===== src/rtl/uart_msg_pkg.sv =====
// Shared definitions for the message transmitter.
// Assumes a fixed sixteen-entry message of eight-bit characters.
package uart_msg_pkg;

    localparam int MSG_AW = 4;
    localparam int MSG_DW = 8;

    typedef enum logic [1:0] {
        ST_IDLE  = 2'd0,
        ST_START = 2'd1,
        ST_DATA  = 2'd2,
        ST_STOP  = 2'd3
    } tx_state_e;

    // Message contents: "HELLO FROM ROM" then CR LF.
    function automatic logic [MSG_DW-1:0] msg_byte(input logic [MSG_AW-1:0] a);
        logic [MSG_DW-1:0] b;
        case (a)
            4'd0:  b = 8'h48;
            4'd1:  b = 8'h45;
            4'd2:  b = 8'h4C;
            4'd3:  b = 8'h4C;
            4'd4:  b = 8'h4F;
            4'd5:  b = 8'h20;
            4'd6:  b = 8'h46;
            4'd7:  b = 8'h52;
            4'd8:  b = 8'h4F;
            4'd9:  b = 8'h4D;
            4'd10: b = 8'h20;
            4'd11: b = 8'h52;
            4'd12: b = 8'h4F;
            4'd13: b = 8'h4D;
            4'd14: b = 8'h0D;
            default: b = 8'h0A;
        endcase
        return b;
    endfunction

endpackage


===== src/rtl/uart_msg_rom.sv =====
// Combinational message table.
// Assumes the address and data widths match the package constants.
module uart_msg_rom
    import uart_msg_pkg::*;
(
    input  logic [MSG_AW-1:0] addr,
    output logic [MSG_DW-1:0] data
);

    // Table lookup.
    always_comb begin
        data = msg_byte(addr);
    end

endmodule


===== src/rtl/uart_baud_cnt.sv =====
// Free-running bit-period counter. It counts 0..TC and wraps to zero.
// A synchronous clear holds it at zero. Assumes TC >= 1.
module uart_baud_cnt #(
    parameter int unsigned CNT_W = 10,
    parameter logic [CNT_W-1:0] TC = '1
) (
    input  logic             clk,
    input  logic             rst_n,
    input  logic             clr,
    output logic [CNT_W-1:0] cnt
);

    // Count with rollover at the terminal value.
    always_ff @(posedge clk) begin
        if (!rst_n || clr)
            cnt <= '0;
        else if (cnt == TC)
            cnt <= '0;
        else
            cnt <= cnt + 1'b1;
    end

endmodule


===== src/rtl/uart_shift_reg.sv =====
// Parallel-load, right-shift register. The serial output is bit 0.
// Assumes load and shift are never both asserted.
module uart_shift_reg #(
    parameter int unsigned W = 8
) (
    input  logic         clk,
    input  logic         rst_n,
    input  logic         load,
    input  logic         shift,
    input  logic [W-1:0] din,
    output logic         sout
);

    logic [W-1:0] sr_q;

    // Load a byte or move it one place toward bit 0.
    always_ff @(posedge clk) begin
        if (!rst_n)
            sr_q <= '1;
        else if (load)
            sr_q <= din;
        else if (shift)
            sr_q <= {1'b1, sr_q[W-1:1]};
    end

    assign sout = sr_q[0];

endmodule


===== src/rtl/uart_msg_tx.sv =====
// Button-triggered message transmitter. Each rising button edge sends the
// sixteen table bytes as 8N1 frames, least significant bit first.
// Assumes CLK_FREQ/BAUD >= 2. The button is asynchronous and already debounced.
module uart_msg_tx
    import uart_msg_pkg::*;
#(
    parameter int unsigned CLK_FREQ = 100_000_000,
    parameter int unsigned BAUD     = 115_200
) (
    input  logic clk,
    input  logic rst_n,
    input  logic btn,
    output logic tx_out,
    output logic probe_out
);

    localparam int unsigned DIV   = CLK_FREQ / BAUD;
    localparam int unsigned CNT_W = (DIV > 2) ? $clog2(DIV) : 1;
    localparam logic [CNT_W-1:0] TC_V = CNT_W'(DIV - 1);
    localparam logic [MSG_AW-1:0] LAST_ADDR = '1;

    tx_state_e         state_q, state_d;
    logic [2:0]        sync_q;
    logic              btn_rise;
    logic [CNT_W-1:0]  baud_cnt;
    logic              tick;
    logic [MSG_AW-1:0] addr_q;
    logic [MSG_DW-1:0] rom_data;
    logic [2:0]        bit_cnt_q;
    logic              sr_out;
    logic              baud_clr, addr_clr, addr_inc, load, shift;

    // Two-stage synchroniser plus an edge-history flop.
    always_ff @(posedge clk) begin
        if (!rst_n)
            sync_q <= '0;
        else
            sync_q <= {sync_q[1:0], btn};
    end
    assign btn_rise = sync_q[1] & ~sync_q[2];

    uart_baud_cnt #(.CNT_W(CNT_W), .TC(TC_V)) baud_i (
        .clk   (clk),
        .rst_n (rst_n),
        .clr   (baud_clr),
        .cnt   (baud_cnt)
    );
    assign tick = (baud_cnt == TC_V);

    uart_msg_rom rom_i (
        .addr (addr_q),
        .data (rom_data)
    );

    uart_shift_reg #(.W(MSG_DW)) sr_i (
        .clk   (clk),
        .rst_n (rst_n),
        .load  (load),
        .shift (shift),
        .din   (rom_data),
        .sout  (sr_out)
    );

    // Message address counter.
    always_ff @(posedge clk) begin
        if (!rst_n || addr_clr)
            addr_q <= '0;
        else if (addr_inc)
            addr_q <= addr_q + 1'b1;
    end

    // Data-bit counter for the current frame.
    always_ff @(posedge clk) begin
        if (!rst_n || load)
            bit_cnt_q <= '0;
        else if (shift)
            bit_cnt_q <= bit_cnt_q + 1'b1;
    end

    // State register.
    always_ff @(posedge clk) begin
        if (!rst_n)
            state_q <= ST_IDLE;
        else
            state_q <= state_d;
    end

    // Next-state logic.
    always_comb begin
        state_d = state_q;
        case (state_q)
            ST_IDLE:  if (btn_rise) state_d = ST_START;
            ST_START: if (tick) state_d = ST_DATA;
            ST_DATA:  if (tick && bit_cnt_q == 3'd7) state_d = ST_STOP;
            ST_STOP:  if (tick) state_d = (addr_q == LAST_ADDR) ? ST_IDLE : ST_START;
            default:  state_d = ST_IDLE;
        endcase
    end

    // Output-forming logic.
    always_comb begin
        baud_clr = (state_q == ST_IDLE);
        addr_clr = (state_q == ST_IDLE) && btn_rise;
        load     = (state_q == ST_START) && tick;
        shift    = (state_q == ST_DATA) && tick && (bit_cnt_q != 3'd7);
        addr_inc = (state_q == ST_STOP) && tick;
    end

    // Line selector: start low, data from the shift register, otherwise high.
    always_comb begin
        case (state_q)
            ST_START: tx_out = 1'b0;
            ST_DATA:  tx_out = sr_out;
            default:  tx_out = 1'b1;
        endcase
    end

    assign probe_out = tx_out;

endmodule


===== config.mk =====
export PLATFORM = sky130hd
export DESIGN_NAME = uart_msg_tx
export DESIGN_NICKNAME = d
export VERILOG_FILES = /design/src/rtl/uart_msg_pkg.sv /design/src/rtl/uart_msg_rom.sv /design/src/rtl/uart_baud_cnt.sv /design/src/rtl/uart_shift_reg.sv /design/src/rtl/uart_msg_tx.sv
export SDC_FILE = /design/constraint.sdc
export NUM_CORES = 1
export LEC_CHECK = 0
export BUFFER_PORTS_ARGS = -buffer_cell sky130_fd_sc_hd__buf_2
export CAP_MARGIN = 20
export CORE_MARGIN = 2
export CORE_UTILIZATION = 60
export DETAILED_ROUTE_END_ITERATION = 12
export PLACE_DENSITY_LB_ADDON = 0.25
export SLEW_MARGIN = 15
export SYNTH_ARGS = -nofsm -noshare
export SYNTH_HDL_FRONTEND = slang
export SYNTH_SLANG_ARGS = --single-unit
export TNS_END_PERCENT = 5

===== constraint.sdc =====
create_clock -name clk -period 5.6 [get_ports clk]
set_input_delay 0.84 -clock clk [delete_from_list [all_inputs] [get_ports clk]]
set_output_delay 0.84 -clock clk [all_outputs]
set_load 0.01 [all_outputs]

==> impl_metrics.yaml <==
global_routing:
  overflow: 0
  grt_pass1_wl_um: 5747
  antenna_found_initial: 0
  grt_pass1_vias: 1279
  grt_max_degree: 21
  track_usage: 0.2201
sta:
  layout_min_cycle_time_ns: 2.699
  final-hold-violation-count: 0
  max_slew_margin: 0.5453
  max_freq_mhz: 370.5
  worst_pin_slew_ns: 0.6775
  rsz0062_at_grt: "false"
  period_share: 0.4820
  finalSetupTns_ns: 0
  slew_viol_final: 0
  fin_ws_ns: 2.901
  setup_viol: 0
  fin_skew_ns: 0.007352
detailed_routing:
  drt_pass1_iterations: 4
  drtAntennaViolNets: 0
  viasPerCell: 5.982
  routed_wl_um: 3370
  num_vias: 1352
  drc_errors: 0
  wl_per_cell_um: 14.91
  dr.first_iter.drc_count: 48
floorplanning:
  start_util: 0.6143
  num_io_pins: 5
  row_count: 20
  die_w_um: 59.22
  coreArea_um2: 2978
  die_h_um: 59.22
  die-area_um2: 3506
place:
  port_buffers: 4
  place.gp.congestion: 0.7433
  hpwl_um: 2602
  dp_worst_setup_slack_ns: 2.908
synth:
  ys_ff_latch: 37
  netlist_area_um2: 1829
  synth_cell_types: 41
  synth-simple-area-share: 0.2360
  synth_top_family_by_area: "simple AND/OR/NAND/NOR gates"
  synth-async-reset-ratio: 0
  synth_seq_area_share: 0.4049
  synth_nets: 205
  yosys.area_share.xor_xnor: 0.05746
  synthMuxAreaShare: 0.07661
  synth-edff-count: 0
  ys.warnings.count: 0
  synth-adder-area-share: 0.09576
  netlist_instances: 188
  synth.avg_cell_area_um2: 9.730
  synthFlopType: "dfxtp_1"
  synth_compound_area_frac: 0.09644
cts:
  ctsHoldBuffers: 0
  clkSinkCount: 37
  path_clk_slew_ns: 0.10
  clock_path_buffers: 2
  clk_latency_ns: 0.34
  cts_setup_buffers: 0
  numCtsBuffers: 5
  cts.repair.resized: 0
  cts_tree: "yes"
  cts_root_buf: "clkbuf_4"
  h-tree-depth: 2
setup_path:
  cp.required_ns: 5.82
  worstPathArrival_ns: 2.92
  r2r_slack_ns: 2.90
  end_kind: "register"
  startpoint_type: "register"
  critPathMaxFanout: 5
  worstSetupPathType: "reg2reg"
final_layout:
  areaGrowthSynthToFinish_pct: 5.883
  drive_gt1_frac: 0.1244
  n_antenna_cell: 0
  nets: 210
power_and_ir_drop:
  p_leak_nw: 0.7739
  ir_worst_vdd_uv: 138.3
  powerDensity_nw_per_um2: 271.3
worst_hold_path:
  min_path_type: "reg2reg"
flow_run:
  cap_violations: 0
run_status:
  run_status: "finished clean"
-- flip-flops by register name (all words and copies together), names as in the netlist --
name and cells:
baud_i.cnt 10, sr_i.sr_q 8, rom_i.data 7, addr_q 4, sync_q 3, state_q 2, bit_cnt_q 3
-- area by class of cell --
cell class	count	area (um^2)
tap	33	41.29
multi-input combinational	136	1028
inverter	9	33.78
clock buffer	5	37.54
clock inverter	2	35.03
sequential	37	740.7
fill	246	1041
timing repair buffer	4	20.02
-- report_power, final --
part | leakage [nW] | internal (mW) | switching, mW
registers | 0.299 | 0.270 | 0.00751
logic | 0.434 | 0.0299 | 0.0445
clock network | 0.0410 | 0.0909 | 0.0823
-- Yosys cell counts, drive strengths merged (2+ instances only) --
| cell type | instances | area [um^2] |
|---|---|---|
| nor2 | 14 | 52.55 |
| nand2b | 2 | 12.51 |
| mux2i | 8 | 83.83 |
| a22oi | 11 | 82.58 |
| nand2 | 13 | 48.80 |
| ha | 14 | 175.2 |
| nor3b | 2 | 25.02 |
| xnor2 | 8 | 70.07 |
| nand3 | 14 | 70.07 |
| mux2 | 3 | 33.78 |
| clkbuf | 5 | 18.77 |
| dfxtp | 37 | 740.7 |
| and3 | 3 | 18.77 |
| inv | 9 | 33.78 |
| o21ai | 3 | 15.01 |
| nor3 | 4 | 20.02 |
| and2 | 6 | 37.54 |
| nand3b | 2 | 15.01 |
| xor2 | 4 | 35.03 |
| nor2b | 7 | 43.79 |
| a21oi | 3 | 26.28 |
-- cells in the final DEF (no fill, tap or decap), types with 3 or more instances in the layout --
master / instances
and2_1: 5
xor2_1: 4
nor3_1: 4
mux2_2: 3
nor2b_1: 7
clkbuf_4: 5
xnor2_1: 8
ha_1: 14
buf_2: 4
dfxtp_1: 37
inv_1: 9
nand3_1: 14
and3_1: 3
a22oi_1: 11
nor2_1: 14
mux2i_1: 7
nand2_1: 13
-- cells by family after synthesis --
| group | after synthesis |
|---|---|
| multiplexers | 12 |
| flip-flops | 37 |
| AND/OR/NAND/NOR | 75 |
| AO/OA/AOI/OAI | 23 |
| adder cells (fa/ha/maj) | 14 |
| XOR/XNOR | 12 |
| buffers and inverters | 15 |
-- metrics by stage --
step	total power [mW]	utilization	cell area, um^2	cells	hold slack [ns]
2_1_floorplan	0.3430	-	1829	188	0.4119
3_3_place_gp	0.3543	0.6261	1864	219	0.4158
3_5_place_dp	0.3582	0.6261	1864	219	0.4218
4_1_cts	0.5299	0.6504	1937	226	0.4479
5_1_grt	0.5525	0.6504	1937	226	0.4765
6_report	0.5255	0.6504	1937	226	0.4468
-- critical path, stage by stage (launching register included) --
cell     delay (ns)
dfxtp_1        0.40
ha_1           0.24
nor3b_2        0.33
nand4_4        0.18
xnor2_1        0.24
nor2b_1        0.37
inv_1          0.15
ha_1           0.23
mux4_2         0.44
-- path summary, 6_finish.rpt --
path            startpoint  cells after the start            end
max reg2reg  baud_i.cnt[0]                      8  rom_i.data[0]
max          baud_i.cnt[0]                      8  rom_i.data[0]
min reg2reg      sync_q[0]                      1      sync_q[1]
min              sync_q[0]                      1      sync_q[1]
-- metal layers --
layer,wire length [um],vias to the layer above,global-route usage
met5,0,-,0
met4,34,0,0.07792
met3,118,4,0.06550
met2,1730,28,0.3626
met1,1486,657,0.2715
li1,-,663,-
Note: power is estimated with default switching activity, not from simulation.
